--- src/rtl/hz_pkg.sv ---
package hz_pkg;
    localparam int REG_W = 5;

    typedef enum logic [1:0] {
        FWD_RF  = 2'b00,
        FWD_WB  = 2'b01,
        FWD_MEM = 2'b10
    } fwd_sel_e;
endpackage

--- src/rtl/hz_exec_fwd.sv ---
module hz_exec_fwd
    import hz_pkg::*;
#(
    parameter int RW = REG_W
) (
    input  logic [RW-1:0] src,
    input  logic [RW-1:0] wreg_m,
    input  logic          regwr_m,
    input  logic [RW-1:0] wreg_w,
    input  logic          regwr_w,
    output fwd_sel_e      sel
);
    localparam logic [RW-1:0] ZERO_REG = '0;

    logic src_live;
    logic hit_m;
    logic hit_w;

    always_comb begin
        src_live = (src != ZERO_REG);
        hit_m    = src_live && regwr_m && (src == wreg_m);
        hit_w    = src_live && regwr_w && (src == wreg_w);
        if (hit_m)      sel = FWD_MEM;
        else if (hit_w) sel = FWD_WB;
        else            sel = FWD_RF;


        zero_src_chk: assert (src_live || sel == FWD_RF);

        mem_wr_chk: assert (sel != FWD_MEM || regwr_m);
    end
endmodule

--- src/rtl/hz_branch_fwd.sv ---
module hz_branch_fwd
    import hz_pkg::*;
#(
    parameter int RW = REG_W
) (
    input  logic [RW-1:0] src,
    input  logic [RW-1:0] wreg_m,
    input  logic          regwr_m,
    output logic          byp
);
    localparam logic [RW-1:0] ZERO_REG = '0;

    always_comb begin
        byp = (src != ZERO_REG) && regwr_m && (src == wreg_m);

        dec_byp_wr_chk: assert (!byp || regwr_m);
    end
endmodule

--- src/rtl/hz_stall_detect.sv ---
module hz_stall_detect
    import hz_pkg::*;
#(
    parameter int RW = REG_W
) (
    input  logic [RW-1:0] rs_d,
    input  logic [RW-1:0] rt_d,
    input  logic [RW-1:0] rt_e,
    input  logic [RW-1:0] wreg_e,
    input  logic [RW-1:0] wreg_m,
    input  logic          regwr_e,
    input  logic          memrd_e,
    input  logic          memrd_m,
    input  logic          br_d,
    output logic          hold
);
    logic load_use;
    logic br_on_alu;
    logic br_on_load;

    always_comb begin
        load_use   = memrd_e && ((rs_d == rt_e) || (rt_d == rt_e));
        br_on_alu  = br_d && regwr_e && ((wreg_e == rs_d) || (wreg_e == rt_d));
        br_on_load = br_d && memrd_m && ((wreg_m == rs_d) || (wreg_m == rt_d));
        hold       = load_use || br_on_alu || br_on_load;


        stall_cause_chk: assert (!hold || br_d || memrd_e);
    end
endmodule

--- src/rtl/hz_unit.sv ---
module hz_unit
    import hz_pkg::*;
#(
    parameter int RW = REG_W
) (
    input  logic [RW-1:0] rs_d,
    input  logic [RW-1:0] rt_d,
    input  logic [RW-1:0] rs_e,
    input  logic [RW-1:0] rt_e,
    input  logic [RW-1:0] wreg_e,
    input  logic [RW-1:0] wreg_m,
    input  logic [RW-1:0] wreg_w,
    input  logic          regwr_e,
    input  logic          regwr_m,
    input  logic          regwr_w,
    input  logic          memrd_e,
    input  logic          memrd_m,
    input  logic          br_d,
    output logic [1:0]    fwd_a_e,
    output logic [1:0]    fwd_b_e,
    output logic          fwd_a_d,
    output logic          fwd_b_d,
    output logic          stall_f,
    output logic          stall_d,
    output logic          flush_e
);
    localparam int N_SRC = 2;

    logic [RW-1:0] src_e [N_SRC];
    logic [RW-1:0] src_d [N_SRC];
    fwd_sel_e      sel_e [N_SRC];
    logic          byp_d [N_SRC];
    logic          hold;

    assign src_e[0] = rs_e;
    assign src_e[1] = rt_e;
    assign src_d[0] = rs_d;
    assign src_d[1] = rt_d;

    for (genvar g = 0; g < N_SRC; g++) begin : g_src
        hz_exec_fwd #(.RW(RW)) u_exec_fwd (
            .src     (src_e[g]),
            .wreg_m  (wreg_m),
            .regwr_m (regwr_m),
            .wreg_w  (wreg_w),
            .regwr_w (regwr_w),
            .sel     (sel_e[g])
        );
        hz_branch_fwd #(.RW(RW)) u_branch_fwd (
            .src     (src_d[g]),
            .wreg_m  (wreg_m),
            .regwr_m (regwr_m),
            .byp     (byp_d[g])
        );
    end

    hz_stall_detect #(.RW(RW)) u_stall (
        .rs_d    (rs_d),
        .rt_d    (rt_d),
        .rt_e    (rt_e),
        .wreg_e  (wreg_e),
        .wreg_m  (wreg_m),
        .regwr_e (regwr_e),
        .memrd_e (memrd_e),
        .memrd_m (memrd_m),
        .br_d    (br_d),
        .hold    (hold)
    );

    always_comb begin
        fwd_a_e = sel_e[0];
        fwd_b_e = sel_e[1];
        fwd_a_d = byp_d[0];
        fwd_b_d = byp_d[1];
        stall_f = hold;
        stall_d = hold;
        flush_e = hold;


        flush_cause_chk: assert (!flush_e || br_d || memrd_e);
    end
endmodule

--- config.mk ---
export PLATFORM = sky130hd
export DESIGN_NAME = hz_unit
export DESIGN_NICKNAME = d
export VERILOG_FILES = /design/src/rtl/hz_pkg.sv /design/src/rtl/hz_exec_fwd.sv /design/src/rtl/hz_branch_fwd.sv /design/src/rtl/hz_stall_detect.sv /design/src/rtl/hz_unit.sv
export SDC_FILE = /design/constraint.sdc
export NUM_CORES = 1
export LEC_CHECK = 0
export BUFFER_PORTS_ARGS = -buffer_cell sky130_fd_sc_hd__buf_4
export CORE_ASPECT_RATIO = 1.4
export CORE_MARGIN = 3
export CORE_UTILIZATION = 35
export DETAILED_ROUTE_END_ITERATION = 16
export GPL_TIMING_DRIVEN = 0
export PLACE_DENSITY = 0.77
export SYNTH_ARGS = -nofsm -noshare
export SYNTH_HDL_FRONTEND = slang
export SYNTH_SLANG_ARGS = --single-unit
--- constraint.sdc ---
create_clock -name vclk -period 3.85
set_clock_uncertainty 0.15 [all_clocks]
set_input_delay 0.385 -clock vclk [all_inputs]
set_output_delay 0.385 -clock vclk [all_outputs]
set_load 0.05 [all_outputs]
==> results of run 1 <==
## area by class of cell
cell class,count,area [um^2]
buffer,10,68.8
fill,188,785
multi-input combinational,85,661
tap,20,25.0
timing repair buffer,44,330
## kinds of logic (layout without fill, tap and decap cells)
logic type	after synthesis	in the layout	share of synthesized area
buffers and inverters	10	54	0.0943
AO/OA/AOI/OAI	3	3	0.0257
AND/OR/NAND/NOR	32	32	0.280
XOR/XNOR	50	50	0.600
## critical path, delay by kind of cell
| kind | cells | cell delay (ns) |
|---|---|---|
| buffers and inverters | 2 | 0.38 |
| and+or+nand+nor | 4 | 1.04 |
## layer usage
metal,global-route usage,up-vias,wire length [um]
li1,-,412,-
met1,0.209,372,857
met2,0.329,45,1170
met3,0.00904,7,206
met4,0.0647,0,66
met5,0,-,0
## worst min-delay path by stage
stage	startpoint	endpoint	slack, ns	cells past startpoint
after global placement	regwr_w	fwd_a_e[0]	1.01	4
after global routing	regwr_w	fwd_a_e[0]	1.02	4
final	regwr_w	fwd_a_e[0]	1.01	4
after detailed placement	regwr_w	fwd_a_e[0]	1.01	4
after floorplan	regwr_w	fwd_b_e[0]	0.79	2
after CTS	regwr_w	fwd_a_e[0]	1.01	4
## cells in the mapped netlist, drive strengths merged
master / n / share of area
clkbuf: 3 / 0.015
or4: 4 / 0.046
buf: 7 / 0.079
a31o: 1 / 0.012
nor4: 8 / 0.086
xor2: 26 / 0.31
o21ai: 2 / 0.014
xnor2: 24 / 0.29
nor2: 4 / 0.031
nor3: 2 / 0.014
nand3: 4 / 0.027
nand2: 3 / 0.015
nand4: 7 / 0.060
## stage by stage
stage,hold slack [ns],instances,instance area [um^2],util
after floorplan,0.790,95,729,-
after global placement,1.01,159,1080,0.580
after detailed placement,1.01,159,1080,0.580
after CTS,1.01,159,1080,0.580
after global routing,1.02,159,1080,0.580
final,1.01,159,1080,0.580
## report_power, final
group / switching, mW / internal (mW)
logic: 0.0638 / 0.0650
clock network: 0 / 0
registers: 0 / 0
total: 0.0638 / 0.0650
==> flow_summary.toml, run 1 <==
[logic_synthesis]
syn_avg_cell_area_um2 = 7.68
synth_area_um2 = 729
syn-num-nets = 136
ys_types = 18
ys_warn_count = 0
synth-seq-area-share = 0
syn_inst = 95

[drt]
firstDrtPassIters = 4
drtIter0Drc = 10
viasPerCell = 5.26
wl_per_cell_um = 14.5
drc = 0
routed_wl_um = 2300
vias = 836
final_antenna_net_count = 0

[final_layout]
final_common_cell = "buf_4"
finalNetCount = 182
final_cell_mix = "48 x buf_4, 26 x xor2_1, 24 x xnor2_1"
n_clock_buffer = 0
diodes = 0
seq_cells = 0
seqCellArea_um2 = 0
area_delta_synth_final_pct = 48.7
drive_above_1_share = 0.396

[sta]
tightest_slew_ns = 0.373
fin_crit_sh = 0.607
fin_crit_ns = 2.34
fin_ws_ns = 1.51
grt_setup_unrepaired = "no"
tns_ns = 0
final-setup-viol-count = 0
drv_slew = 0
hold_viol = 0
max_freq_ghz = 0.428
relSlewSlack = 0.749

[setup_path]
cp_slowest_cell = "or4_1"
crit_path_end_kind = "output port"
worst-setup-path-type = "input pin to output port"
worstSetupStartpoint = "rs_e[0]"
worst_ep_required_time_ns = 3.31
cp-start-kind = "input pin"
critPathArrivalTime_ns = 1.80
crit_end = "fwd_a_e[0]"
cp_max_fo = 3
path_cells = "buf_4 -> or4_1 -> nor2_1 -> nor4_1 -> nor4_1 -> buf_4"
critPathMaxStageDelay_ns = 0.52

[floorplanning]
floorplan.initialDensity = 0.390
die_h_um = 60.0
fp.dieW_um = 44.6
rows = 18
fp.coreArea_um2 = 1870
io-pin-count = 50
die-area_um2 = 2680

[placement]
place.gp.congestion = 0.904
place_ws_ns = 1.53
hpwl_um = 1980
numPortBuffers = 44

[clocking]
post_cts_resize_count = 0
cts_hold_buf = 0
postCtsSetupBuffers = 0

[power]
total_power_uw = 129
ir_drop_mv = 0.0537
power.leakage_nw = 0.466
power_density_nw_per_um2 = 119

[global_routing]
grt_max_degree = 6
grt_pass1_vias = 853
antenna_found_initial = 0
grt_pass1_wl_um = 3750
track_usage = 0.178
grt_overflow = 0

[min_path]
hold_path.class = "input pin to output port"

[flow_run]
cap_viol_max_count = 0

[status]
status = "completed"
No activity file was read; power rests on OpenSTA's default activity.
==> run 2, diff against run 1 <==
- PLACE_DENSITY: 0.77 -> 0.8
- clock period: 3.85 -> 1.9 ns (I/O delays scaled with it)
==> run 2 against run 1 <==
Against the previous run: worst hold slack got worse by 0.38 ns; cell area rose by 9.2%; global-route usage rose by 0.91 points; combinational power rose by 120%; sequential cell count did not move; routed wire length rose by 9.2%; critical path depth did not move; utilization rose by 5.4 points; total power rose by 120%; largest cell class unchanged.
==> flow_summary.toml, run 2 (same netlist as run 1, synthesis figures left out) <==
[final_layout]
diodes = 0
area_delta_synth_final_pct = 62.4
seq_cells = 0
n_clock_buffer = 0
final_common_cell = "buf_4"
finalNetCount = 184
drive_above_1_share = 0.475
seqCellArea_um2 = 0
final_cell_mix = "46 x buf_4, 26 x xor2_1, 24 x xnor2_1"

[global_routing]
met1_usage = 0.205
grt_overflow = 0
grt_pass1_vias = 871
gr-usage-met3 = 0.0151
antenna_found_initial = 0
track_usage = 0.187
met2_usage = 0.374
top_usage_layer = "met2"
grt_max_degree = 6
grt_pass1_wl_um = 3910

[placement]
place_ws_ns = -0.122
place.gp.congestion = 0.862
hpwl_um = 2040
numPortBuffers = 44

[setup_path]
cp_max_fo = 3
crit_path_end_kind = "output port"
critPathArrivalTime_ns = 1.53
worst_ep_required_time_ns = 1.56
worst-setup-path-type = "input pin to output port"
cp-start-kind = "input pin"

[status]
status = "completed"

[drt]
vias = 871
firstDrtPassIters = 4
drtIter0Drc = 11
viasPerCell = 5.41
drc = 0
final_antenna_net_count = 0
wl_per_cell_um = 15.6
routed_wl_um = 2510

[min_path]
min_path_cells = 4
hp-start = "regwr_w"
hold_path.class = "input pin to output port"
holdPathEnd = "fwd_a_e[0]"

[sta]
grt_setup_unrepaired = "yes"
max_freq_ghz = 0.535
drv_slew = 0
fin_ws_ns = 0.0292
fin_crit_sh = 0.985
relSlewSlack = 0.722
final-setup-viol-count = 0
fin_crit_ns = 1.87
tightest_slew_ns = 0.414
tns_ns = 0
hold_viol = 0

[floorplanning]
fp.coreArea_um2 = 1870
floorplan.initialDensity = 0.390
fp.dieW_um = 44.6
io-pin-count = 50
die-area_um2 = 2680
die_h_um = 60.0
rows = 18

[power]
power_density_nw_per_um2 = 239
power.leakage_nw = 0.495
ir_drop_mv = 0.117

[clocking]
cts_hold_buf = 0

[flow_run]
cap_viol_max_count = 0
==> run 2: changes by cell type in the layout (fill, tap and decap cells not counted), sizes merged <==
cell / delta
buf: +2
==> run 2: layout make-up <==
type / count / area [um^2]
multi-input cells: 85 / 723
fillers: 172 / 684
repair buffers: 46 / 364
plain buffers: 10 / 72.6
well taps: 20 / 25.0
==> run 2: worst max-delay path: stages <==
cell and delay (ns):
buf_8 0.10, or4_4 0.54, nor2_4 0.15, nor4_4 0.07, nor4_4 0.29, buf_6 0.19
==> run 2: worst max-delay path by stage <==
| stage | startpoint | endpoint | slack, ns |
|---|---|---|---|
| 2_1_floorplan | rs_e[0] | fwd_a_e[0] | -0.13 |
| 3_3_place_gp | rs_e[0] | fwd_a_e[0] | -0.13 |
| 3_5_place_dp | rs_e[0] | fwd_a_e[0] | -0.12 |
| 4_1_cts | rt_e[4] | stall_d | 0.003 |
| 5_1_grt | wreg_m[3] | fwd_a_e[1] | -0.04 |
| 6_report | rs_e[4] | fwd_a_e[0] | 0.03 |
==> run 2: routing by layer <==
metal | share of wire | vias up
li1 | - | 420
met1 | 0.34 | 387
met2 | 0.54 | 54
met3 | 0.086 | 10
met4 | 0.036 | 0
met5 | 0 | -
==> run 2: power breakdown <==
part,switching (mW),internal [mW]
sequential,0,0
combinational,0.142,0.141
clock,0,0
==> run 2: what timing repair did <==
item | 4_1_cts | 5_1_grt
setup endpoints to repair | 2 | 7
resized for setup | 5 | 13
pin swaps | 1 | 4
hold endpoints to repair | 0 | 0
buffers inserted | 1 | 1
gates cloned | 0 | 0
==> run 2: through the flow <==
step / hold slack, ns / area (um^2) / power, mW / utilization / std cells
floorplan: 0.404 / 753 / 0.149 / - / 95
global placement: 0.639 / 1110 / 0.259 / 0.593 / 159
detailed placement: 0.639 / 1110 / 0.266 / 0.593 / 159
CTS: 0.632 / 1130 / 0.269 / 0.607 / 160
global route: 0.649 / 1180 / 0.306 / 0.634 / 161
finish: 0.627 / 1180 / 0.283 / 0.634 / 161
